### src/rtl/pgc_pkg.sv
package pgc_pkg;

  // Acquisition phase of the gate sequencer
  typedef enum logic [1:0] {
    PH_IDLE  = 2'd0,
    PH_ARMED = 2'd1,
    PH_OPEN  = 2'd2
  } pgc_phase_e;

endpackage

### src/rtl/pgc_edge_sync.sv
module pgc_edge_sync #(
  parameter int STAGES = 2
) (
  input  logic clk,
  input  logic rst_n,
  input  logic din,
  output logic rise
);

  logic [STAGES-1:0] chain_q;
  logic              last_q;

  always_ff @(posedge clk or negedge rst_n) begin
    if (!rst_n) begin
      chain_q <= '0;
      last_q  <= 1'b0;
    end else begin
      chain_q[0] <= din;
      for (int i = 1; i < STAGES; i++) begin
        chain_q[i] <= chain_q[i-1];
      end
      last_q <= chain_q[STAGES-1];
    end
  end

  // Single-cycle pulse on a synchronized low-to-high transition
  assign rise = chain_q[STAGES-1] & ~last_q;

endmodule

### src/rtl/pgc_gate_ctrl.sv
module pgc_gate_ctrl
  import pgc_pkg::*;
(
  input  logic clk,
  input  logic rst_n,
  input  logic clr,
  input  logic arm,
  input  logic ref_rise,
  output logic busy,
  output logic gate,
  output logic done
);

  pgc_phase_e phase_q;

  always_ff @(posedge clk or negedge rst_n) begin
    if (!rst_n) begin
      phase_q <= PH_IDLE;
      done    <= 1'b0;
    end else if (clr) begin
      phase_q <= PH_IDLE;
      done    <= 1'b0;
    end else begin
      unique case (phase_q)
        PH_IDLE: begin
          if (arm) begin
            phase_q <= PH_ARMED;
            done    <= 1'b0;
          end
        end
        PH_ARMED: begin
          if (ref_rise) phase_q <= PH_OPEN;
        end
        PH_OPEN: begin
          if (ref_rise) begin
            phase_q <= PH_IDLE;
            done    <= 1'b1;
          end
        end
        default: phase_q <= PH_IDLE;
      endcase
    end
  end

  assign busy = (phase_q != PH_IDLE);
  assign gate = (phase_q == PH_OPEN);

endmodule

### src/rtl/pgc_ext_counter.sv
module pgc_ext_counter #(
  parameter int CNT_W = 16,
  parameter int OVF_W = 16
) (
  input  logic             clk,
  input  logic             rst_n,
  input  logic             clr,
  input  logic             inc,
  output logic [CNT_W-1:0] low,
  output logic [OVF_W-1:0] ovf,
  output logic             err,
  output logic             wrap
);

  localparam logic [CNT_W-1:0] LOW_MAX = '1;
  localparam logic [OVF_W-1:0] OVF_MAX = '1;

  logic ovf_full;

  assign wrap     = inc && (low == LOW_MAX);
  assign ovf_full = (ovf == OVF_MAX);

  always_ff @(posedge clk or negedge rst_n) begin
    if (!rst_n) begin
      low <= '0;
      ovf <= '0;
      err <= 1'b0;
    end else if (clr) begin
      low <= '0;
      ovf <= '0;
      err <= 1'b0;
    end else if (inc) begin
      low <= low + 1'b1;
      if (wrap) begin
        if (ovf_full) err <= 1'b1;
        else          ovf <= ovf + 1'b1;
      end
    end
  end

endmodule

### src/rtl/pps_gated_counter.sv
module pps_gated_counter #(
  parameter int CNT_W       = 16,
  parameter int OVF_W       = 16,
  parameter int SYNC_STAGES = 2,
  localparam int TOT_W      = CNT_W + OVF_W
) (
  input  logic             clk,
  input  logic             rst_n,
  input  logic             cut_in,
  input  logic             ref_in,
  input  logic             arm,
  input  logic             clear,
  output logic [TOT_W-1:0] total_count,
  output logic [CNT_W-1:0] low_count,
  output logic [OVF_W-1:0] ovf_count,
  output logic             ovf_err,
  output logic             busy,
  output logic             gate,
  output logic             done
);

  // Combined count: overflow word weighted by 2^CNT_W plus low word
  function automatic logic [TOT_W-1:0] join_count(input logic [OVF_W-1:0] hi,
                                                  input logic [CNT_W-1:0] lo);
    logic [TOT_W-1:0] acc;
    acc = TOT_W'(hi) << CNT_W;
    return acc + TOT_W'(lo);
  endfunction

  // Named internal events, also observed by the checker
  logic cut_rise;
  logic ref_rise;
  logic count_en;
  logic low_wrap;

  pgc_edge_sync #(.STAGES(SYNC_STAGES)) u_cut_sync (
    .clk  (clk),
    .rst_n(rst_n),
    .din  (cut_in),
    .rise (cut_rise)
  );

  pgc_edge_sync #(.STAGES(SYNC_STAGES)) u_ref_sync (
    .clk  (clk),
    .rst_n(rst_n),
    .din  (ref_in),
    .rise (ref_rise)
  );

  pgc_gate_ctrl u_gate (
    .clk     (clk),
    .rst_n   (rst_n),
    .clr     (clear),
    .arm     (arm),
    .ref_rise(ref_rise),
    .busy    (busy),
    .gate    (gate),
    .done    (done)
  );

  assign count_en = gate & cut_rise;

  pgc_ext_counter #(.CNT_W(CNT_W), .OVF_W(OVF_W)) u_cnt (
    .clk  (clk),
    .rst_n(rst_n),
    .clr  (clear),
    .inc  (count_en),
    .low  (low_count),
    .ovf  (ovf_count),
    .err  (ovf_err),
    .wrap (low_wrap)
  );

  assign total_count = join_count(ovf_count, low_count);

endmodule

### config.mk
export PLATFORM = sky130hd
export DESIGN_NAME = pps_gated_counter
export DESIGN_NICKNAME = d
export VERILOG_FILES = /design/src/rtl/pgc_pkg.sv /design/src/rtl/pgc_edge_sync.sv /design/src/rtl/pgc_gate_ctrl.sv /design/src/rtl/pgc_ext_counter.sv /design/src/rtl/pps_gated_counter.sv
export SDC_FILE = /design/constraint.sdc
export NUM_CORES = 1
export LEC_CHECK = 0
export ABC_AREA = 1
export BUFFER_PORTS_ARGS = -buffer_cell sky130_fd_sc_hd__buf_2
export CAP_MARGIN = 20
export CORE_AREA = 2 2 74 76
export CTS_BUF_LIST = sky130_fd_sc_hd__clkbuf_8
export DETAILED_ROUTE_END_ITERATION = 12
export DIE_AREA = 0 0 76 78
export PLACE_DENSITY_LB_ADDON = 0.15
export SYNTH_ARGS = -nofsm -noshare
export SYNTH_HDL_FRONTEND = slang
export SYNTH_SLANG_ARGS = --single-unit
### constraint.sdc
create_clock -name clk -period 1.95 [get_ports clk]
set_input_delay 0.39 -clock clk [delete_from_list [all_inputs] [get_ports clk]]
set_output_delay 0.39 -clock clk [all_outputs]
set_load 0.1 [all_outputs]
==> flow_summary.json <==
{
  "vias_per_cell": 4.92,
  "cts.clk_slew.worst_paths_ps": 80,
  "dominantRegCellSynth": "sky130_fd_sc_hd__dfrtp_1",
  "synth_enable_flop_cells": 0,
  "worst_ep_arrival_time_ps": 1290,
  "die_width_um": 76,
  "critPathRequiredTime_ps": 1560,
  "yosysWarnings": 0,
  "layout_commonest_cell": "sky130_fd_sc_hd__nand2_1",
  "postLayoutCoreUtil_pct": 59.6,
  "rows": 26,
  "finalCriticalPeriod_ps": 1680,
  "tritoncts.num_buffers": 5,
  "critical_path_fanouts_max": 5,
  "multi_input_area_mm2": 0.00117,
  "numClockSinks": 42,
  "final_hold_viol_count": 0,
  "starting_density_of_the_core_pct": 53.1,
  "gpl.final_weighted_congestion": 0.834,
  "synth_fp_nets": 363,
  "cts-resized-gates": 0,
  "setup_total_negative_slack_ps": 0,
  "cap_viol_max_count": 0,
  "die-area_mm2": 0.00593,
  "detailedRoute.firstIterationViolations": 122,
  "areaGrowthSynthToFinish_pct": 12.2,
  "cp-start-kind": "flip-flop",
  "max_clock_freq_mhz": 595,
  "postRouteWirelength_um": 5810,
  "place_inst": 464,
  "groute.usage.overall_pct": 20.1,
  "finalNetCount": 409,
  "ir_drop_uv": 522,
  "worstSetupPathType": "flip-flop to output port",
  "fin_worst_skew_ps": 3.96,
  "cts.root.buffer_cell": "sky130_fd_sc_hd__clkbuf_8",
  "slew_at_the_pin_closest_to_its_max_slew_limit_ps": 496,
  "postRouteAntennaNets": 0,
  "die_extent_in_y_um": 78,
  "dpl_worst_slack_ps": 342,
  "cts.path.max_buffers": 2,
  "stdcell_count": 472,
  "final_cell_mix": "sky130_fd_sc_hd__nand2_1 (85), sky130_fd_sc_hd__buf_2 (73), sky130_fd_sc_hd__inv_1 (37)",
  "io_buffers": 73,
  "post-dp-hpwl_um": 4290,
  "ports": 74,
  "syn-mean-instance-area_um2": 7.55,
  "area_taken_by_flip_flops_and_latches_mm2": 0.00108,
  "critical_path.endpoint_type": "output port",
  "topRoutingLayerUsed": "met4",
  "cts_hold_repair.buffers": 0,
  "grt_overflow_total": 0,
  "drv_slew": 0,
  "h_tree_depth": 2,
  "seq_area_frac_synth_pct": 39.2,
  "core_mm2": 0.00504,
  "finalSetupViolCount": 0,
  "netlist_instances": 355,
  "post-route-worst-setup-slack_ps": 268,
  "largest_net_degree_at_the_start_of_global_routing": 20,
  "synthesis.area_mm2": 0.00268,
  "antenna_violations_before_repair": 0,
  "wirelength_met1_um": 2640,
  "grt_setup_unrepaired": "false",
  "outcome": "finished clean",
  "vias": 2321,
  "final.period_utilization_pct": 86.2,
  "share_of_cells_above_drive_strength_1_pct": 34.1,
  "final.hold.worst_slack_ps": 7.22,
  "post_cts_buffers": 0,
  "post_synthesis_async_set_or_reset_flop_share_pct": 100,
  "synth_cell_types": 28,
  "post-route-drc-count": 0,
  "cellPowerDensity_mw_per_mm2": 641,
  "met3WireLength_um": 257,
  "wl_met2_um": 2880,
  "insertion_delay_ps": 290,
  "hold_class": "input pin to asynchronous set/reset pin",
  "reg2reg_slack_ps": 320,
  "route.detailed.wl_per_inst_um": 12.3,
  "postSynthRegisterBits": 42,
  "grt_pass1_vias": 2084,
  "grt_pass1_wl_um": 9710,
  "power.leakage_nw": 1.62,
  "final.fill_count": 471,
  "cts_tree": "yes",
  "drt_first_pass_iters": 5,
  "n_antenna_cell": 0,
  "max_slew_margin_pct": 67.1
}
==> sequential cells by signal (all words and copies together), names as in the netlist, 2 cells and up <==
name                cells
u_ref_sync.chain_q      2
u_cnt.ovf              16
u_gate.phase_q          2
u_cnt.low              16
u_cut_sync.chain_q      2
==> through the flow <==
step           power [mW]  instance area (um2)
6_report             1.93                 3010
5_1_grt              2.01                 3010
4_1_cts              1.95                 3010
3_5_place_dp         1.35                 2910
3_3_place_gp         1.35                 2910
2_1_floorplan        1.27                 2710
==> cell families (layout without fill, tap and decap cells) <==
kind of cell | Yosys count | in the layout | synth area share [%]
xor gates and xnor gates | 8 | 8 | 2.62
and+or+nand+nor | 195 | 195 | 34.9
adders and majority gates | 2 | 2 | 0.934
buffers and inverters | 82 | 129 | 16.9
AOI/OAI and AO/OA | 26 | 26 | 5.37
DFF | 42 | 42 | 39.2
==> where the power goes <==
group	leakage, nW	internal, mW	total (mW)	switching, mW
combinational	1.05	0.0687	0.410	0.342
clock	0.0472	0.285	0.590	0.305
sequential	0.527	0.901	0.925	0.0246
total	1.62	1.25	1.93	0.672
==> worst max-delay path, cell delays in order (launching register included) <==
cell and delay (ps):
sky130_fd_sc_hd__dfrtp_1 400, sky130_fd_sc_hd__inv_1 110, sky130_fd_sc_hd__nand2_1 70, sky130_fd_sc_hd__buf_2 420
==> Yosys cell counts, types with 6 or more instances <==
master	count	area, um2
sky130_fd_sc_hd__a21oi_1	8	40.0
sky130_fd_sc_hd__inv_2	6	22.5
sky130_fd_sc_hd__nand4_1	12	75.1
sky130_fd_sc_hd__inv_1	37	139
sky130_fd_sc_hd__dfrtp_1	42	1050
sky130_fd_sc_hd__nand3_1	34	170
sky130_fd_sc_hd__nor2_1	35	131
sky130_fd_sc_hd__nand2_1	85	319
sky130_fd_sc_hd__buf_4	32	240
sky130_fd_sc_hd__xor2_1	8	70.1
sky130_fd_sc_hd__nand3b_1	6	45.0
sky130_fd_sc_hd__o21ai_0	12	60.1
sky130_fd_sc_hd__nand3_2	8	80.1
==> cell type report <==
| cell class | count | share of cell area [%] |
|---|---|---|
| sequential | 42 | 36.1 |
| tap | 70 | 2.91 |
| timing repair buffer | 78 | 13.4 |
| inverter | 43 | 5.37 |
| clock inverter | 2 | 0.416 |
| clock buffer | 6 | 2.75 |
| multi-input combinational | 231 | 39.1 |
==> final timing paths <==
path	cells past startpoint	to	start
min	1	u_cnt.low[5]	rst_n
max reg2reg	8	u_cnt.ovf[13]	u_cnt.ovf[0]
min in group clk	1	u_ref_sync.chain_q[0]	ref_in
max	3	busy	u_gate.phase_q[0]
min reg2reg	0	u_ref_sync.chain_q[1]	u_ref_sync.chain_q[0]
max in group asynchronous	2	u_cnt.low[13]	rst_n
==> per-layer routing <==
metal | up-vias | track usage, %
met1 | 1067 | 25.7
met5 | - | 0
met3 | 2 | 2.79
met4 | 0 | 7.27
li1 | 1193 | -
met2 | 59 | 35.1
(Power assumes the default switching activity.)
